`src/rtl/iova_walker_pkg.sv`:
```
`timescale 1ns/1ps
package iova_walker_pkg;
  localparam int VA_W      = 32;
  localparam int SECT_LSB  = 20;
  localparam int LARGE_LSB = 16;
  localparam int SMALL_LSB = 12;
  localparam int L2TBL_LSB = 10;
  localparam int L1_IDX_W  = VA_W - SECT_LSB;
  localparam int L2_IDX_W  = SECT_LSB - SMALL_LSB;

  typedef enum logic [1:0] {ST_IDLE, ST_L1, ST_L2} walkState_e;

  typedef struct packed {
    logic accept;
    logic takeL1;
    logic takeL2;
  } walkStrobe_t;
endpackage

```
`src/rtl/iova_walker_ctrl.sv`:
```
`timescale 1ns/1ps
module iova_walker_ctrl
  import iova_walker_pkg::*;
(
  input  logic        clk,
  input  logic        rstN,
  input  logic        reqValid,
  input  logic        memRspValid,
  input  logic        l1IsPointer,
  output walkStrobe_t strobe,
  output logic        busy,
  output logic        memRdReq
);
  walkState_e state, nextState;

  always_comb begin
    strobe    = '0;
    nextState = state;
    case (state)
      ST_IDLE: if (reqValid) begin
        strobe.accept = 1'b1;
        nextState     = ST_L1;
      end
      ST_L1: if (memRspValid) begin
        strobe.takeL1 = 1'b1;
        nextState     = l1IsPointer ? ST_L2 : ST_IDLE;
      end
      ST_L2: if (memRspValid) begin
        strobe.takeL2 = 1'b1;
        nextState     = ST_IDLE;
      end
      default: nextState = ST_IDLE;
    endcase
  end

  always_ff @(posedge clk) begin
    if (!rstN) state <= ST_IDLE;
    else       state <= nextState;
  end

  assign busy     = (state != ST_IDLE);
  assign memRdReq = (state == ST_L1) || (state == ST_L2);
endmodule

```
`src/rtl/iova_walker_dp.sv`:
```
`timescale 1ns/1ps
module iova_walker_dp
  import iova_walker_pkg::*;
(
  input  logic            clk,
  input  logic            rstN,
  input  walkStrobe_t     strobe,
  input  logic [VA_W-1:0] tableBase,
  input  logic [VA_W-1:0] reqVa,
  input  logic [VA_W-1:0] memRspData,
  output logic            l1IsPointer,
  output logic [VA_W-1:0] memRdAddr,
  output logic            done,
  output logic            paValid,
  output logic [VA_W-1:0] pa,
  output logic            fault,
  output logic [VA_W-1:0] faultVa,
  output logic [VA_W-1:0] l1Entry,
  output logic [VA_W-1:0] l2Entry
);
  logic [VA_W-1:0] vaReg;
  logic [1:0]      code;
  logic            l1Section, l2Small, l2Large;
  logic [VA_W-1:0] l1Addr, l2Addr, sectPa, largePa, smallPa, hitPa;
  logic            finish, hitOk;

  assign code        = memRspData[1:0];
  assign l1IsPointer = (code == 2'b01);
  assign l1Section   = (code == 2'b10);
  assign l2Small     = memRspData[1];
  assign l2Large     = (code == 2'b01);

  // descriptor addresses: word-sized entries indexed by VA fields
  assign l1Addr = tableBase + {{(SECT_LSB-2){1'b0}}, reqVa[VA_W-1:SECT_LSB], 2'b00};
  assign l2Addr = {memRspData[VA_W-1:L2TBL_LSB], vaReg[SECT_LSB-1:SMALL_LSB], 2'b00};

  assign sectPa  = {memRspData[VA_W-1:SECT_LSB],  vaReg[SECT_LSB-1:0]};
  assign largePa = {memRspData[VA_W-1:LARGE_LSB], vaReg[LARGE_LSB-1:0]};
  assign smallPa = {memRspData[VA_W-1:SMALL_LSB], vaReg[SMALL_LSB-1:0]};

  always_comb begin
    finish = (strobe.takeL1 && !l1IsPointer) || strobe.takeL2;
    if (strobe.takeL1) begin
      hitOk = l1Section;
      hitPa = sectPa;
    end else begin
      hitOk = l2Small || l2Large;
      hitPa = l2Small ? smallPa : largePa;
    end
  end

  always_ff @(posedge clk) begin
    if (!rstN) begin
      vaReg     <= '0;
      memRdAddr <= '0;
      done      <= 1'b0;
      paValid   <= 1'b0;
      fault     <= 1'b0;
      pa        <= '0;
      faultVa   <= '0;
      l1Entry   <= '0;
      l2Entry   <= '0;
    end else begin
      done    <= 1'b0;
      paValid <= 1'b0;
      fault   <= 1'b0;
      if (strobe.accept) begin
        vaReg     <= reqVa;
        memRdAddr <= l1Addr;
        l1Entry   <= '0;
        l2Entry   <= '0;
      end
      if (strobe.takeL1) begin
        l1Entry <= memRspData;
        if (l1IsPointer) memRdAddr <= l2Addr;
      end
      if (strobe.takeL2) l2Entry <= memRspData;
      if (finish) begin
        done    <= 1'b1;
        paValid <= hitOk;
        fault   <= !hitOk;
        if (hitOk) pa      <= hitPa;
        else       faultVa <= vaReg;
      end
    end
  end
endmodule

```
`src/rtl/iova_walker.sv`:
```
`timescale 1ns/1ps
module iova_walker
  import iova_walker_pkg::*;
(
  input  logic            clk,
  input  logic            rstN,
  input  logic [VA_W-1:0] tableBase,
  input  logic            reqValid,
  input  logic [VA_W-1:0] reqVa,
  output logic            busy,
  output logic            memRdReq,
  output logic [VA_W-1:0] memRdAddr,
  input  logic            memRspValid,
  input  logic [VA_W-1:0] memRspData,
  output logic            done,
  output logic            paValid,
  output logic [VA_W-1:0] pa,
  output logic            fault,
  output logic [VA_W-1:0] faultVa,
  output logic [VA_W-1:0] l1Entry,
  output logic [VA_W-1:0] l2Entry
);
  walkStrobe_t strobe;
  logic        l1IsPointer;

  iova_walker_ctrl ctrl (
    .clk(clk), .rstN(rstN), .reqValid(reqValid), .memRspValid(memRspValid),
    .l1IsPointer(l1IsPointer), .strobe(strobe), .busy(busy), .memRdReq(memRdReq)
  );

  iova_walker_dp dp (
    .clk(clk), .rstN(rstN), .strobe(strobe), .tableBase(tableBase), .reqVa(reqVa),
    .memRspData(memRspData), .l1IsPointer(l1IsPointer), .memRdAddr(memRdAddr),
    .done(done), .paValid(paValid), .pa(pa), .fault(fault), .faultVa(faultVa),
    .l1Entry(l1Entry), .l2Entry(l2Entry)
  );
endmodule

```
`config.mk`:
```
export PLATFORM = sky130hd
export DESIGN_NAME = iova_walker
export DESIGN_NICKNAME = d
export VERILOG_FILES = /design/src/rtl/iova_walker_pkg.sv /design/src/rtl/iova_walker_ctrl.sv /design/src/rtl/iova_walker_dp.sv /design/src/rtl/iova_walker.sv
export SDC_FILE = /design/constraint.sdc
export NUM_CORES = 1
export LEC_CHECK = 0
export BUFFER_PORTS_ARGS = -buffer_cell sky130_fd_sc_hd__buf_2
export CAP_MARGIN = 20
export CORE_MARGIN = 2
export CORE_UTILIZATION = 31
export CTS_BUF_LIST = sky130_fd_sc_hd__clkbuf_4
export CTS_CLUSTER_SIZE = 14
export DETAILED_ROUTE_END_ITERATION = 8
export MAX_ROUTING_LAYER = met4
export PLACE_DENSITY = 0.62
export SYNTH_ARGS = -nofsm -noshare
export SYNTH_HDL_FRONTEND = slang
export SYNTH_SLANG_ARGS = --single-unit
```
`constraint.sdc`:
```
create_clock -name clk -period 2.3 [get_ports clk]
set_input_delay 0.23 -clock clk [delete_from_list [all_inputs] [get_ports clk]]
set_output_delay 0.23 -clock clk [all_outputs]
set_load 0.01 [all_outputs]
```
==> impl_results.rst, run 1 <==
.. list-table::
   :header-rows: 1

   * - Metric
     - Value
   * - Status
     - finished clean
   * - Sequential-to-total area share from yosys stat
     - 46.9%
   * - Multi-input logic area
     - 0.00419 mm2
   * - Warning count from the yosys run
     - 0
   * - Final setup vio count
     - 0
   * - Number of different library cells in the post-synthesis netlist
     - between 40 and 50
   * - Register-to-register path setup slack
     - 110 ps
   * - Highest achievable clock rate
     - 452 MHz
   * - # nets final
     - 1,408
   * - Number of global-route vias before repair
     - 7,941
   * - Post-DP HPWL
     - 20.3 mm
   * - Total area of sequential cells
     - 0.00395 mm2
   * - Top-area cell type share of the netlist area
     - 46.9%
   * - Leftover overflow at the end of global routing
     - 0
   * - Total number of placement rows
     - 60
   * - Detailed-routing wirelength on met1
     - 13.4 mm
   * - Iter 0 DRT Violations
     - roughly 460
   * - Net switching share of the total power
     - 31.3%
   * - FILL cells
     - 2,675
   * - Largest area contributor in the synthesized netlist
     - dfxtp_1
   * - Die span in y
     - 169 um
   * - CP endpoint kind
     - register
   * - Detailed-routed wire length on met2
     - 13.3 mm
   * - Cell count after synthesis
     - 972
   * - Antenna Violating Nets Remaining
     - 0
   * - Count of unresolved DRC violations after routing
     - 0
   * - First-pass GRT wire length
     - 44.6 mm
   * - Critical path data required time
     - 2820 ps
   * - Clock network fraction of design power
     - 30.3%
   * - Post-route clock period utilization
     - 96.3%
   * - Worst Tran Pin Value
     - 560 ps
   * - Source of the worst register-to-register timing path
     - ctrl.state[0]
   * - Post-Syn Area per Cell
     - 8.64 um2
   * - Number of maximum-capacitance violations
     - 0
   * - Endpoint of the most critical setup path
     - dp.memRdAddr[26]
   * - Fraction of power consumed by combinational cells
     - 17.9%
   * - Fraction of final layout cells sized beyond drive strength 1
     - a little over a quarter
   * - Net count after synthesis
     - 1,088
   * - Leakage power of the design
     - 4.87 nW
   * - Library cell with the highest instance count after synthesis
     - nand2_1
   * - Top routing layer used
     - met4
   * - Final WL
     - 28.8 mm
   * - Clock tree from TritonCTS
     - yes
   * - Worst clock skew on the final layout
     - 28.4 ps
   * - Arrival time of the worst setup path
     - 2730 ps
   * - Hold Vio Cnt, Final
     - 0
   * - Total number of vias
     - 8,121
   * - Clock transition at the register clock pins on the worst setup and hold paths after CTS
     - 170 ps
   * - Power Density
     - 619 mW/mm2
   * - Core Area
     - 0.0268 mm2
   * - Worst Setup Start Kind
     - input port
   * - Weighted congestion reported at the end of routability-driven placement
     - 0.881
   * - Insertion delay of the later-clocked pin in the worst-skew pair
     - 590 ps
   * - Area delta synth->final
     - 34.9%
   * - Leading post-synthesis cells by cell area
     - dfxtp_1 (47%), nand2_1 (11%), a21boi_0 (8.0%), a22oi_1 (5.7%), nor2b_1 (4.8%)
   * - Cell internal power dissipation
     - around 4.8 mW
   * - Global-route usage over all layers
     - 20.7%
   * - WL per Instance
     - approximately 18 um
   * - Root buffer cell
     - clkbuf_4
   * - Peak fanout along the critical path
     - 5
   * - Most used standard cells in the synthesized netlist
     - nand2_1 (241), dfxtp_1 (197), a21boi_0 (90)
   * - Routed wl met3
     - 1.61 mm
   * - Net switching power
     - 2.20 mW
   * - Crit Path Category
     - in2reg
   * - Antenna violations before repair
     - 0
   * - Num CTS Buffers
     - 17
   * - Flip-flop and latch count after synthesis
     - 197
   * - Capturing point of the worst reg2reg path
     - ctrl.state[0]
   * - Number of cells in the finished layout apart from fillers
     - 1,646
   * - Number of levels in the clock H-tree
     - 4
   * - Vias per Instance
     - around 4.9
   * - Primary FF master, synth
     - dfxtp_1
   * - Final min period
     - 2210 ps
   * - Headroom to the max-slew limit
     - a little over three fifths
   * - Initial core utilization
     - 31.3%
   * - Design Power
     - 7.02 mW
   * - Depth of the worst register-to-register path
     - 7
   * - Async set-reset flop share out of synthesis
     - 0%
   * - Critical path origin
     - reqVa[25]
   * - Number of slew-limit violations in the final report
     - 0
   * - RSZ-0062 raised after global routing
     - false
   * - # diodes
     - 0
   * - Number of optimization iterations in the first detailed-route pass
     - 4
   * - Worst-case clock buffer depth
     - 2
   * - Num Clock Sinks
     - roughly 200
   * - Worst hold path type
     - in2reg
   * - Sequential cell fraction of total power
     - 51.9%
   * - Buffers added on ports
     - 264
   * - Pin count of the biggest net entering global routing
     - 55
   * - Boundary pin count
     - 265
   * - Area enclosed by the die boundary
     - 0.0284 mm2
   * - Netlist Area Pre-Place
     - 0.00840 mm2
   * - Worst voltage drop across the vdd grid
     - between 0.0003 and 0.0004 V
   * - Number of synthesized flops with an enable pin
     - 0
   * - Cell total after placement
     - 1,532
   * - Die X
     - 169 um
==> layout by cell type (no fill, tap or decap), types with 3 or more instances in the layout <==
| cell | count |
|---|---|
| buf_2 | 263 |
| nand2_1 | 239 |
| dfxtp_1 | 196 |
| a21boi_0 | 90 |
| dlygate4sd3_1 | 82 |
| a22oi_1 | 64 |
| nor2b_1 | 64 |
| nand3_1 | 25 |
| o21ai_0 | 23 |
| nor2_1 | 22 |
| a21oi_1 | 22 |
| buf_4 | 20 |
| clkbuf_4 | 17 |
| xnor2_1 | 16 |
| ha_1 | 15 |
| o211a_1 | 13 |
| xor2_1 | 9 |
| a32oi_1 | 9 |
| o211ai_1 | 8 |
| a21o_1 | 7 |
| o21ai_1 | 7 |
| buf_12 | 7 |
| and2_1 | 6 |
| inv_6 | 6 |
| inv_1 | 5 |
| nand4_1 | 5 |
| and3_1 | 5 |
| nor3_1 | 5 |
| or3_1 | 4 |
| and2_2 | 3 |
| o21a_1 | 3 |
| a31oi_1 | 3 |
| inv_8 | 3 |
| clkinv_8 | 3 |
==> metrics by stage <==
| step | setup WS (ps) | hold slack (ps) | instance area (um2) | utilization (%) | TNS [ps] |
|---|---|---|---|---|---|
| CTS | 140 | 15.2 | 11300 | 42.3 | 0 |
| global route | 6.75 | 18.0 | 11300 | 42.3 | 0 |
| floorplan | 8.44 | 339 | 8400 | - | 0 |
| global placement | -162 | 442 | 10200 | 38.0 | -937 |
| finish | 85.6 | 72.4 | 11300 | 42.3 | 0 |
| detailed placement | -155 | 451 | 10200 | 38.0 | -834 |
==> registers in the layout (all words and copies together), names as in the netlist <==
name and flops:
dp.memRdAddr 32, dp.pa 32, dp.paValid 1, dp.vaReg 32, dp.l2Entry 32, dp.faultVa 32
dp.fault 1, dp.l1Entry 32, ctrl.state 2, dp.done 1
==> logic make-up (layout without fill, tap and decap cells) <==
family | count (synthesis) | in the layout | synth area share, %
AOI/OAI and AO/OA | 266 | 266 | 23.3
muxes | 2 | 2 | 0.238
xor gates and xnor gates | 25 | 25 | 2.61
buffers and inverters | 76 | 409 | 3.63
DFF | 197 | 197 | 46.9
adders and majority gates | 16 | 16 | 2.47
and+or+nand+nor | 390 | 390 | 20.8
==> critical path: stages <==
cell and delay [ps]:
dlygate4sd3_1 540, buf_2 130, ha_1 380, and3_1 200, a221oi_2 60, buf_4 160, a211oi_4 340, a22o_1 290
nand4_1 130, xor2_1 150, o21ai_1 110
==> metal layers <==
metal / up-vias / GRT usage (%)
li1: 3984 / -
met1: 3849 / 26.8
met2: 263 / 32.8
met3: 25 / 4.28
met4: 0 / 6.00
met5: - / -
==> worst min-delay path by stage <==
stage | from | slack, ps | cells past startpoint | endpoint
2_1_floorplan | memRspData[12] | 340 | 2 | dp.memRdAddr[12]
4_1_cts | tableBase[21] | 20 | 3 | dp.memRdAddr[21]
6_report | tableBase[21] | 70 | 3 | dp.memRdAddr[21]
3_5_place_dp | dp.memRdAddr[0] | 450 | 2 | dp.memRdAddr[0]
3_3_place_gp | dp.memRdAddr[0] | 440 | 2 | dp.memRdAddr[0]
5_1_grt | rstN | 20 | 2 | ctrl.state[1]
==> area by class of cell <==
type	instances	area share (%)
Multi-Input combinational cell	699	36.9
Sequential cell	197	34.8
Timing Repair Buffer	372	21.4
Tap cell	341	3.76
Clock inverter	15	1.79
Clock buffer	17	1.13
Inverter	5	0.166
==> power groups by stage <==
stage	Sequential [mW]	Combinational, mW	Clock (mW)
floorplan	3.74	0.590	0
global placement	3.71	1.14	0
detailed placement	3.71	1.14	0
CTS	3.64	1.26	2.22
global route	3.66	1.37	2.35
finish	3.64	1.25	2.12
==> repair_timing <==
action	in CTS	in global routing
setup buffers	0	0
endpoints found under the hold margin	125	0
endpoints found under the setup margin	0	8
gates resized for setup	0	3
hold buffers	82	0
Power figures use the tool's default switching activity.
==> inputs of run 2 (changes only) <==
--- a/config.mk
+++ b/config.mk
@@ -8,12 +8,12 @@
 export BUFFER_PORTS_ARGS = -buffer_cell sky130_fd_sc_hd__buf_2
 export CAP_MARGIN = 20
 export CORE_MARGIN = 2
-export CORE_UTILIZATION = 31
+export CORE_UTILIZATION = 48
 export CTS_BUF_LIST = sky130_fd_sc_hd__clkbuf_4
 export CTS_CLUSTER_SIZE = 14
 export DETAILED_ROUTE_END_ITERATION = 8
 export MAX_ROUTING_LAYER = met4
-export PLACE_DENSITY = 0.62
+export PLACE_DENSITY = 0.86
 export SYNTH_ARGS = -nofsm -noshare
 export SYNTH_HDL_FRONTEND = slang
 export SYNTH_SLANG_ARGS = --single-unit
==> run 2 against run 1 <==
- cell count fell by 7.2%
- utilization increased by 22 points
- hold slack lost 40 ps
- wire length fell by 7.6%
- highest routed layer unchanged
==> impl_results.rst, run 2 (synthesized netlist as in run 1, its figures left out) <==
.. list-table::
   :header-rows: 1

   * - Metric
     - Value
   * - Status
     - finished clean
   * - Die span in y
     - approximately 140 um
   * - Power Density
     - 609 mW/mm2
   * - Antenna Violating Nets Remaining
     - 0
   * - Number of maximum-capacitance violations
     - 0
   * - Insertion delay of the later-clocked pin in the worst-skew pair
     - approximately 600 ps
   * - Global-route usage over all layers
     - 29.5%
   * - Number of levels in the clock H-tree
     - 4
   * - Commonest cells after routing, fill and taps aside
     - buf_2 (263), nand2_1 (240), dfxtp_1 (197)
   * - Count of unresolved DRC violations after routing
     - 0
   * - Area enclosed by the die boundary
     - roughly 0.019 mm2
   * - Crit Path Category
     - in2reg
   * - Total number of vias
     - 8,345
   * - Antenna violations before repair
     - 1
   * - Leakage power of the design
     - 4.82 nW
   * - Pin count of the biggest net entering global routing
     - 131
   * - Post-route clock period utilization
     - 95.4%
   * - Area delta synth->final
     - 32.1%
   * - Num CTS Buffers
     - 17
   * - Worst-case clock buffer depth
     - 2
   * - Worst Tran Pin Value
     - 518 ps
   * - List of cells traversed by the critical path
     - dlygate4sd3_1, buf_2, ha_1, and3_1, a221oi_2, buf_4, a211oi_4, a22o_1, nand4_1, xor2_1, o21ai_1
   * - Final min period
     - 2190 ps
   * - Number of global-route vias before repair
     - 8,151
   * - Final setup vio count
     - 0
   * - Die X
     - 136 um
   * - Initial core utilization
     - between 40% and 50%
   * - Critical path data required time
     - 2850 ps
   * - FILL cells
     - 1,432
   * - Headroom to the max-slew limit
     - 65.5%
   * - Worst Setup Start Kind
     - input port
   * - Weighted congestion reported at the end of routability-driven placement
     - 0.921
   * - Pre-CTS setup slack
     - -139 ps
   * - Buffers added on ports
     - approximately 260
   * - Destination of the worst hold path
     - dp.memRdAddr[21]
   * - WL per Instance
     - ~17 um
   * - Cell type of the slowest stage on the worst timing path
     - dlygate4sd3_1
   * - Worst voltage drop across the vdd grid
     - between 0.0003 and 0.0004 V
   * - Capturing point of the worst reg2reg path
     - dp.memRdAddr[19]
   * - Number of optimization iterations in the first detailed-route pass
     - 6
   * - Post-route setup slack
     - 107 ps
   * - Hold path cells
     - 3
   * - Vias per Instance
     - 5.46
   * - Leftover overflow at the end of global routing
     - 0
   * - Critical Path Max Stage Delay
     - 550 ps
   * - Total number of placement rows
     - 48
   * - Commonest non-fill, non-tap cell in the layout
     - buf_2
   * - Final WL
     - 26.6 mm
   * - Root buffer cell
     - clkbuf_4
   * - Register-to-register path setup slack
     - roughly 170 ps
   * - Core Area
     - between 0.015 and 0.02 mm2
   * - Fraction of final layout cells sized beyond drive strength 1
     - ~26%
   * - Depth of the worst register-to-register path
     - 7
   * - Source of the worst register-to-register timing path
     - ctrl.state[1]
   * - RSZ-0062 raised after global routing
     - false
   * - Peak fanout along the critical path
     - 6
   * - Worst hold path type
     - in2reg
   * - Setup total negative slack
     - 0 ps
   * - First-pass GRT wire length
     - 41.5 mm
   * - Highest achievable clock rate
     - 456 MHz
   * - Clock tree from TritonCTS
     - yes
   * - CP endpoint kind
     - register
   * - Iter 0 DRT Violations
     - 574
   * - Final-layout worst hold slack
     - approximately 33 ps
   * - Worst clock skew on the final layout
     - 21.5 ps
   * - Arrival time of the worst setup path
     - 2740 ps
   * - Clock transition at the register clock pins on the worst setup and hold paths after CTS
     - 180 ps
   * - Launch point of the worst hold path
     - tableBase[21]
   * - # nets final
     - 1,404
   * - Num Clock Sinks
     - 197
   * - Design Power
     - around 6.8 mW
   * - Boundary pin count
     - 265
   * - Hold Vio Cnt, Final
     - 0
   * - Number of slew-limit violations in the final report
     - 0
   * - Post-DP HPWL
     - 18.0 mm
-- run 2: cell types whose count changed in the layout (fill, tap and decap cells not counted), moves of 2 or more --
cell,change
inv_6,-4
inv_8,+3
buf_4,-2
clkinv_2,+2
clkinv_8,-2
-- run 2: routing by layer --
| layer | global-route usage (%) | vias to the layer above | wire length, um |
|---|---|---|---|
| li1 | - | 3980 | - |
| met1 | 35.4 | 3922 | 11000 |
| met5 | - | - | 0 |
| met2 | 48.6 | 389 | 12900 |
| met4 | 11.7 | 0 | 766 |
| met3 | 5.89 | 54 | 1970 |
-- run 2: how the worst max path moves through the flow --
stage	end	start	slack, ps	cells after the start
3_3_place_gp	dp.memRdAddr[26]	tableBase[2]	-90	11
5_1_grt	dp.memRdAddr[12]	reqVa[21]	9	12
4_1_cts	dp.memRdAddr[28]	reqVa[21]	160	11
2_1_floorplan	dp.memRdAddr[26]	tableBase[2]	8	9
6_report	dp.memRdAddr[26]	reqVa[24]	110	11
3_5_place_dp	dp.memRdAddr[26]	tableBase[2]	-140	11
-- run 2: per-stage QoR --
| step | util [%] | std cells | instance area (um2) |
|---|---|---|---|
| after floorplan | - | 972 | 8400 |
| after CTS | 64.6 | 1526 | 11100 |
| after global routing | 64.6 | 1527 | 11100 |
| final | 64.6 | 1527 | 11100 |
| after global placement | 58.2 | 1413 | 9990 |
| after detailed placement | 58.2 | 1413 | 9990 |
-- run 2: power breakdown --
group          switching (mW)  leakage, nW  internal [mW]
sequential             0.0867         1.60           3.55
combinational           0.679         3.07          0.531
clock                    1.31        0.157          0.593
-- run 2: what timing repair did --
| item | 4_1_cts | 5_1_grt |
|---|---|---|
| setup buffers | 0 | 0 |
| setup endpoints to repair | 0 | 1 |
| hold endpoints to repair | 133 | 0 |
| hold buffers | 81 | 0 |
| gates resized for setup | 0 | 1 |
-- run 2: critical path: cells and delay by family --
| family | cells | cell delay [ps] |
|---|---|---|
| buffers and inverters | 3 | 840 |
| and+or+nand+nor | 2 | 340 |
| AOI/OAI and AO/OA | 4 | 810 |
| adders and majority gates | 1 | 360 |
| xor gates and xnor gates | 1 | 160 |
-- run 2: cell type report --
cell class	count	area (um2)	share of cell area, %
Multi-Input combinational cell	699	4170	37.6
Sequential cell	197	3940	35.5
Clock inverter	15	165	1.49
Antenna cell	1	2.50	0.0226
Clock buffer	17	128	1.15
Tap cell	225	282	2.54
Timing Repair Buffer	368	2380	21.5
Inverter	5	18.8	0.169
